### src/rtl/srp_pkg.sv
package srp_pkg;
  typedef enum logic {PH_ADDR, PH_DATA} phase_e;
endpackage

### src/rtl/srp_sync.sv
module srp_sync #(
  parameter int W = 1,
  parameter int STAGES = 2,
  parameter logic [W-1:0] RST_VAL = '0
) (
  input  logic         clk_i,
  input  logic         rst_ni,
  input  logic [W-1:0] d_i,
  output logic [W-1:0] q_o
);
  logic [W-1:0] stg_q [STAGES];

  for (genvar s = 0; s < STAGES; s++) begin : g_stg
    always_ff @(posedge clk_i or negedge rst_ni) begin
      if (!rst_ni) stg_q[s] <= RST_VAL;
      else         stg_q[s] <= (s == 0) ? d_i : stg_q[(s == 0) ? 0 : s-1];
    end
  end

  assign q_o = stg_q[STAGES-1];
endmodule

### src/rtl/srp_rx.sv
module srp_rx #(
  parameter int BW = 8,
  localparam int CW = $clog2(BW)
) (
  input  logic          clk_i,
  input  logic          rst_ni,
  input  logic          clr_i,
  input  logic          shift_i,
  input  logic          bit_i,
  output logic [BW-1:0] byte_o,
  output logic          done_o,
  output logic [CW-1:0] cnt_o
);
  logic [BW-1:0] sh_q;
  logic [CW-1:0] cnt_q;

  // lsb first: newest bit enters at the top
  assign byte_o = {bit_i, sh_q[BW-1:1]};
  assign done_o = shift_i && (cnt_q == CW'(BW-1));
  assign cnt_o  = cnt_q;

  always_ff @(posedge clk_i or negedge rst_ni) begin
    if (!rst_ni) begin
      sh_q  <= '0;
      cnt_q <= '0;
    end else if (clr_i) begin
      cnt_q <= '0;
    end else if (shift_i) begin
      sh_q  <= byte_o;
      cnt_q <= done_o ? '0 : cnt_q + 1'b1;
    end
  end
endmodule

### src/rtl/srp_tx.sv
module srp_tx #(
  parameter int BW = 8
) (
  input  logic          clk_i,
  input  logic          rst_ni,
  input  logic          clr_i,
  input  logic          load_i,
  input  logic [BW-1:0] data_i,
  input  logic          shift_i,
  output logic          bit_o
);
  logic [BW-1:0] sh_q;

  assign bit_o = sh_q[0];

  always_ff @(posedge clk_i or negedge rst_ni) begin
    if (!rst_ni)      sh_q <= '0;
    else if (clr_i)   sh_q <= '0;
    else if (load_i)  sh_q <= data_i;
    else if (shift_i) sh_q <= {1'b0, sh_q[BW-1:1]};
  end
endmodule

### src/rtl/serial_reg_port.sv
module serial_reg_port #(
  parameter int AW = 8,
  parameter int DW = 8,
  parameter int WRAP_BITS = 4,
  parameter int WAIT_CYC = 4,
  parameter int SYNC_STAGES = 2
) (
  input  logic          clk_i,
  input  logic          rst_ni,
  input  logic          sclk_i,
  input  logic          cs_ni,
  input  logic          sdi_i,
  input  logic          dir_i,
  output logic          sdo_o,
  output logic          sdo_oe_o,
  output logic          wait_o,
  output logic          rf_we_o,
  output logic          rf_re_o,
  output logic [AW-1:0] rf_addr_o,
  output logic [DW-1:0] rf_wdata_o,
  input  logic [DW-1:0] rf_rdata_i
);
  import srp_pkg::*;

  localparam int WCW = $clog2(WAIT_CYC + 1);
  localparam int BCW = $clog2(DW);

  function automatic logic [AW-1:0] step(input logic [AW-1:0] a);
    logic [WRAP_BITS-1:0] lo;
    lo = a[WRAP_BITS-1:0] + 1'b1;
    return {a[AW-1:WRAP_BITS], lo};
  endfunction

  logic sclk_s, cs_s, sdi_s, dir_s, sclk_q;
  srp_sync #(.W(4), .STAGES(SYNC_STAGES), .RST_VAL(4'b0011)) u_sync (
    .clk_i, .rst_ni,
    .d_i({dir_i, sdi_i, cs_ni, sclk_i}),
    .q_o({dir_s, sdi_s, cs_s, sclk_s})
  );

  always_ff @(posedge clk_i or negedge rst_ni) begin
    if (!rst_ni) sclk_q <= 1'b1;
    else         sclk_q <= sclk_s;
  end

  logic sclk_rise, sclk_fall;
  assign sclk_rise = sclk_s & ~sclk_q & ~cs_s;
  assign sclk_fall = ~sclk_s & sclk_q & ~cs_s;

  logic [DW-1:0]  rx_byte;
  logic           byte_done;
  logic [BCW-1:0] rx_cnt;
  srp_rx #(.BW(DW)) u_rx (
    .clk_i, .rst_ni,
    .clr_i(cs_s), .shift_i(sclk_rise), .bit_i(sdi_s),
    .byte_o(rx_byte), .done_o(byte_done), .cnt_o(rx_cnt)
  );

  phase_e        phase_q;
  logic          rd_q, re_d;
  logic [AW-1:0] addr_q;
  logic [WCW-1:0] wait_cnt_q;

  always_ff @(posedge clk_i or negedge rst_ni) begin
    if (!rst_ni) begin
      phase_q    <= PH_ADDR;
      rd_q       <= 1'b0;
      addr_q     <= '0;
      wait_cnt_q <= '0;
      rf_we_o    <= 1'b0;
      rf_re_o    <= 1'b0;
      rf_addr_o  <= '0;
      rf_wdata_o <= '0;
      re_d       <= 1'b0;
    end else begin
      rf_we_o <= 1'b0;
      rf_re_o <= 1'b0;
      re_d    <= rf_re_o & ~cs_s;
      if (wait_cnt_q != '0) wait_cnt_q <= wait_cnt_q - 1'b1;
      if (cs_s) begin
        phase_q    <= PH_ADDR;
        rd_q       <= 1'b0;
        wait_cnt_q <= '0;
      end else if (byte_done) begin
        if (phase_q == PH_ADDR) begin
          phase_q    <= PH_DATA;
          rd_q       <= dir_s;
          wait_cnt_q <= WCW'(WAIT_CYC);
          if (dir_s) begin
            // prefetch the first location at once
            rf_re_o   <= 1'b1;
            rf_addr_o <= rx_byte[AW-1:0];
            addr_q    <= step(rx_byte[AW-1:0]);
          end else begin
            addr_q <= rx_byte[AW-1:0];
          end
        end else begin
          rf_addr_o <= addr_q;
          addr_q    <= step(addr_q);
          if (rd_q) rf_re_o <= 1'b1;
          else begin
            rf_we_o    <= 1'b1;
            rf_wdata_o <= rx_byte;
          end
        end
      end
    end
  end

  logic tx_bit, tx_shift;
  assign tx_shift = sclk_fall & rd_q & (phase_q == PH_DATA) & (rx_cnt != '0);

  srp_tx #(.BW(DW)) u_tx (
    .clk_i, .rst_ni,
    .clr_i(cs_s), .load_i(re_d), .data_i(rf_rdata_i),
    .shift_i(tx_shift), .bit_o(tx_bit)
  );

  assign wait_o   = (wait_cnt_q != '0);
  assign sdo_oe_o = ~cs_s & rd_q & (phase_q == PH_DATA);
  assign sdo_o    = sdo_oe_o & tx_bit;
endmodule

### config.mk
export PLATFORM = sky130hd
export DESIGN_NAME = serial_reg_port
export DESIGN_NICKNAME = d
export VERILOG_FILES = /design/src/rtl/srp_pkg.sv /design/src/rtl/srp_sync.sv /design/src/rtl/srp_rx.sv /design/src/rtl/srp_tx.sv /design/src/rtl/serial_reg_port.sv
export SDC_FILE = /design/constraint.sdc
export NUM_CORES = 1
export LEC_CHECK = 0
export BUFFER_PORTS_ARGS = -buffer_cell sky130_fd_sc_hd__buf_2
export CORE_MARGIN = 1.5
export CORE_UTILIZATION = 25
export CTS_BUF_LIST = sky130_fd_sc_hd__clkbuf_4 sky130_fd_sc_hd__clkbuf_8
export DETAILED_ROUTE_END_ITERATION = 12
export GPL_TIMING_DRIVEN = 0
export PLACE_DENSITY = 0.51
export SKIP_CTS_REPAIR_TIMING = 1
export SLEW_MARGIN = 0
export SYNTH_ARGS = -nofsm -noshare
export SYNTH_HDL_FRONTEND = slang
export SYNTH_SLANG_ARGS = --single-unit
export TNS_END_PERCENT = 30
### constraint.sdc
create_clock -name clk_i -period 2.8 [get_ports clk_i]
set_input_delay 0.14 -clock clk_i [delete_from_list [all_inputs] [get_ports clk_i]]
set_output_delay 0.14 -clock clk_i [all_outputs]
set_load 0.01 [all_outputs]
==> results.yml <==
outcome:
  status: "finished, final reports clean"
timing:
  worst_pin_slew_ns: 0.766
  fin_skew_ns: 0.00970
  max_freq_ghz: 0.563
  holdWs_ns: 0.0161
  slew_violations: 0
  grt_setup_unrepaired: "no"
  finalSetupViolations: 0
  fin_setup_tns_ns: 0
  slew_headroom_pct: 48.9
  period_share_pct: 63.4
  hold_violations: 0
  period_needed_ns: 1.77
synth:
  synth-simple-area-share_pct: 12.4
  synth.yosys.seq_area_share_pct: 55.1
  synthFlopType: "dfrtp_1"
  yosysWarnings: 0
  synth_cells: 218
  synthXorXnorAreaFrac_pct: 1.30
  ys_types: 42
  synth-edff-count: 0
  synth-compound-area-share_pct: 9.95
  synth_top_family_by_area: "multiplexers"
  syn_area_mm2: 0.00269
  synthMuxAreaShare_pct: 13.7
  ys_ff_latch: 59
  syn_area_per_cell_um2: 12.3
  ys_async_sr_fraction_pct: 100
  syn_nets: 239
  synthAdderAreaFrac_pct: 3.26
floorplanning:
  die_height_um: 107
  io_pins: 35
  start_util_pct: 25.9
  placement_rows: 37
  dieWidth_um: 107
  die_area_mm2: 0.0114
  core-area_mm2: 0.0104
clock_network:
  tritoncts: "built"
  htreeDepth: 3
  clk_latency_ns: 0.35
  cts_made_buffers: 9
  clock_tree.root_cell: "clkbuf_8"
  path_clk_slew_ns: 0.07
  clock-sinks: 59
  cts.path.max_buffers: 2
final_layout:
  final_cells: 409
  nets: 289
  fillers: 1076
  finish.instance_area_mm2: 0.00328
  drive_gt1_share_pct: 34.1
  area_delta_synth_final_pct: 22.1
  diodes: 0
power_and_ir_drop:
  fin_total_pwr_w: 0.00207
  ir_drop_uv: 313
  p_per_area_mw_per_mm2: 629
  leakage_nw: 1.56
placed_design:
  port_buffers: 34
  place_area_mm2: 0.00303
  dp_cells: 388
  dp_hpwl_um: 3510
  gp_congestion: 0.725
routing:
  initialDrtViolationCount: 54
  drt_pass1_iterations: 4
  routed_wl_um: 5440
  vias: 1762
  remaining_drc_errors: 0
  routedWlPerCell_um: 13.3
  ant_nets: 0
  routed_via_density: 4.31
worst_setup_path:
  cp-end-kind: "register"
  cp-start-kind: "register"
  path_class: "register to register"
  cp_max_fo: 10
  cp_data_arrival_time_ns: 2.01
  crit_required_ns: 3.03
global_routing:
  grt_start_max_net_pins: 60
  grt_pass1_wl_um: 9350
  overflow: 0
  grt_pass1_vias: 1828
  grt_usage_pct: 10.8
  antenna_found_initial: 0
flow_run:
  drv_cap: 0
worst_hold_path:
  hp-class: "input port to register"
layout make-up:
type / count / area [µm²] / area share, %
multi-input combinational: 137 / 1090 / 33.3
buffer: 9 / 65.1 / 1.98
clock inverter: 7 / 77.6 / 2.36
inverter: 13 / 48.8 / 1.49
clock buffer: 9 / 124 / 3.77
sequential: 59 / 1480 / 45.1
tap: 136 / 170 / 5.18
timing repair buffer: 39 / 223 / 6.78
placed cells by master, fill, tap and decap left out, drive strengths merged, types with 2 or more instances in the layout:
| master | n |
|---|---|
| o21ai | 16 |
| nor2b | 3 |
| nand2 | 22 |
| o311ai | 4 |
| clkbuf | 12 |
| mux2 | 19 |
| and3 | 2 |
| dlygate4sd3 | 5 |
| nand3 | 7 |
| o22ai | 2 |
| inv | 14 |
| clkinv | 4 |
| nor2 | 12 |
| buf | 40 |
| dfrtp | 54 |
| ha | 7 |
| dfstp | 5 |
| a221oi | 3 |
| mux2i | 11 |
| nand2b | 4 |
| nor3b | 2 |
| a21oi | 9 |
| xnor2 | 3 |
routing by layer:
layer	part of all wire [%]	vias to the layer above	track usage, %
met3	4.2	10	4.19
met1	50	860	14.1
met5	0	-	0
met2	44	33	16.0
li1	-	859	-
met4	1.8	0	4.29
synthesized netlist by cell type, types with 2 or more instances:
| master | n | area share [%] |
|---|---|---|
| a21oi_1 | 9 | 1.7 |
| mux2_4 | 12 | 6.7 |
| buf_4 | 2 | 0.56 |
| o22ai_1 | 2 | 0.47 |
| nand2b_1 | 4 | 0.93 |
| a221oi_2 | 3 | 1.7 |
| mux2_2 | 7 | 2.9 |
| ha_1 | 7 | 3.3 |
| o311ai_2 | 3 | 1.8 |
| nor2_1 | 11 | 1.5 |
| buf_6 | 3 | 1.3 |
| xnor2_1 | 3 | 0.98 |
| o21ai_0 | 13 | 2.4 |
| dfstp_2 | 5 | 4.9 |
| dfrtp_1 | 54 | 50 |
| clkbuf_1 | 3 | 0.42 |
| nand3_1 | 7 | 1.3 |
| mux2i_1 | 11 | 4.1 |
| and3_1 | 2 | 0.47 |
| nor2b_1 | 3 | 0.70 |
| inv_1 | 13 | 1.8 |
| o21ai_1 | 2 | 0.37 |
| nand2_1 | 20 | 2.8 |
stage by stage:
| step | util (%) | setup slack (ns) |
|---|---|---|
| after floorplan | - | 1.14 |
| after global placement | 29.2 | 0.973 |
| after detailed placement | 29.2 | 0.973 |
| after CTS | 31.2 | 0.948 |
| after global routing | 31.7 | 0.753 |
| final | 31.7 | 1.03 |
sequential cells by signal, summed over array words and instances, names as in the netlist:
register / cells
sclk_q: 1
rf_addr_o: 8
u_tx.sh_q: 8
rf_re_o: 1
u_rx.sh_q: 7
re_d: 1
rd_q: 1
rf_wdata_o: 8
u_sync.q_o: 4
wait_cnt_q: 3
u_rx.cnt_o: 3
u_sync.stg_q: 4
addr_q: 8
rf_we_o: 1
phase_q: 1
critical path, cell delays in order (launching register included):
cell	delay, ns
dfrtp_1	0.41
ha_1	0.21
ha_1	0.22
and4bb_1	0.22
buf_6	0.16
nand2_4	0.14
mux2_4	0.31
cells by family (layout without fill, tap and decap cells):
kind of cell | Yosys count | count (layout)
AO/OA/AOI/OAI | 37 | 37
buffers and inverters | 22 | 77
flip-flops | 59 | 59
adder cells (fa/ha/maj) | 7 | 7
AND/OR/NAND/NOR | 59 | 59
XOR/XNOR | 4 | 4
multiplexers | 30 | 30
power by group:
part / total, W / internal (W) / switching (W)
sequential: 0.00100 / 0.000922 / 0.0000808
clock: 0.000784 / 0.000416 / 0.000368
combinational: 0.000279 / 0.000143 / 0.000136
final timing paths:
path | start | endpoint | slack [ns] | depth (start not counted)
min in group asynchronous | rst_ni | u_tx.sh_q[4]$_DFFE_PN0P_ | 0.41 | 2
setup reg to reg | u_rx.cnt_o[0]$_DFFE_PN0P_ | addr_q[7]$_DFFE_PN0P_ | 1.03 | 6
max in group asynchronous | rst_ni | rf_wdata_o[3]$_DFFE_PN0P_ | 1.89 | 2
setup / recovery | u_rx.cnt_o[0]$_DFFE_PN0P_ | addr_q[7]$_DFFE_PN0P_ | 1.03 | 6
hold reg to reg | u_sync.stg_q[6]$_DFF_PN0_ | u_sync.q_o[2]$_DFF_PN0_ | 0.35 | 0
hold / removal | rf_rdata_i[4] | u_tx.sh_q[4]$_DFFE_PN0P_ | 0.02 | 3
Power figures use the tool's default switching activity.
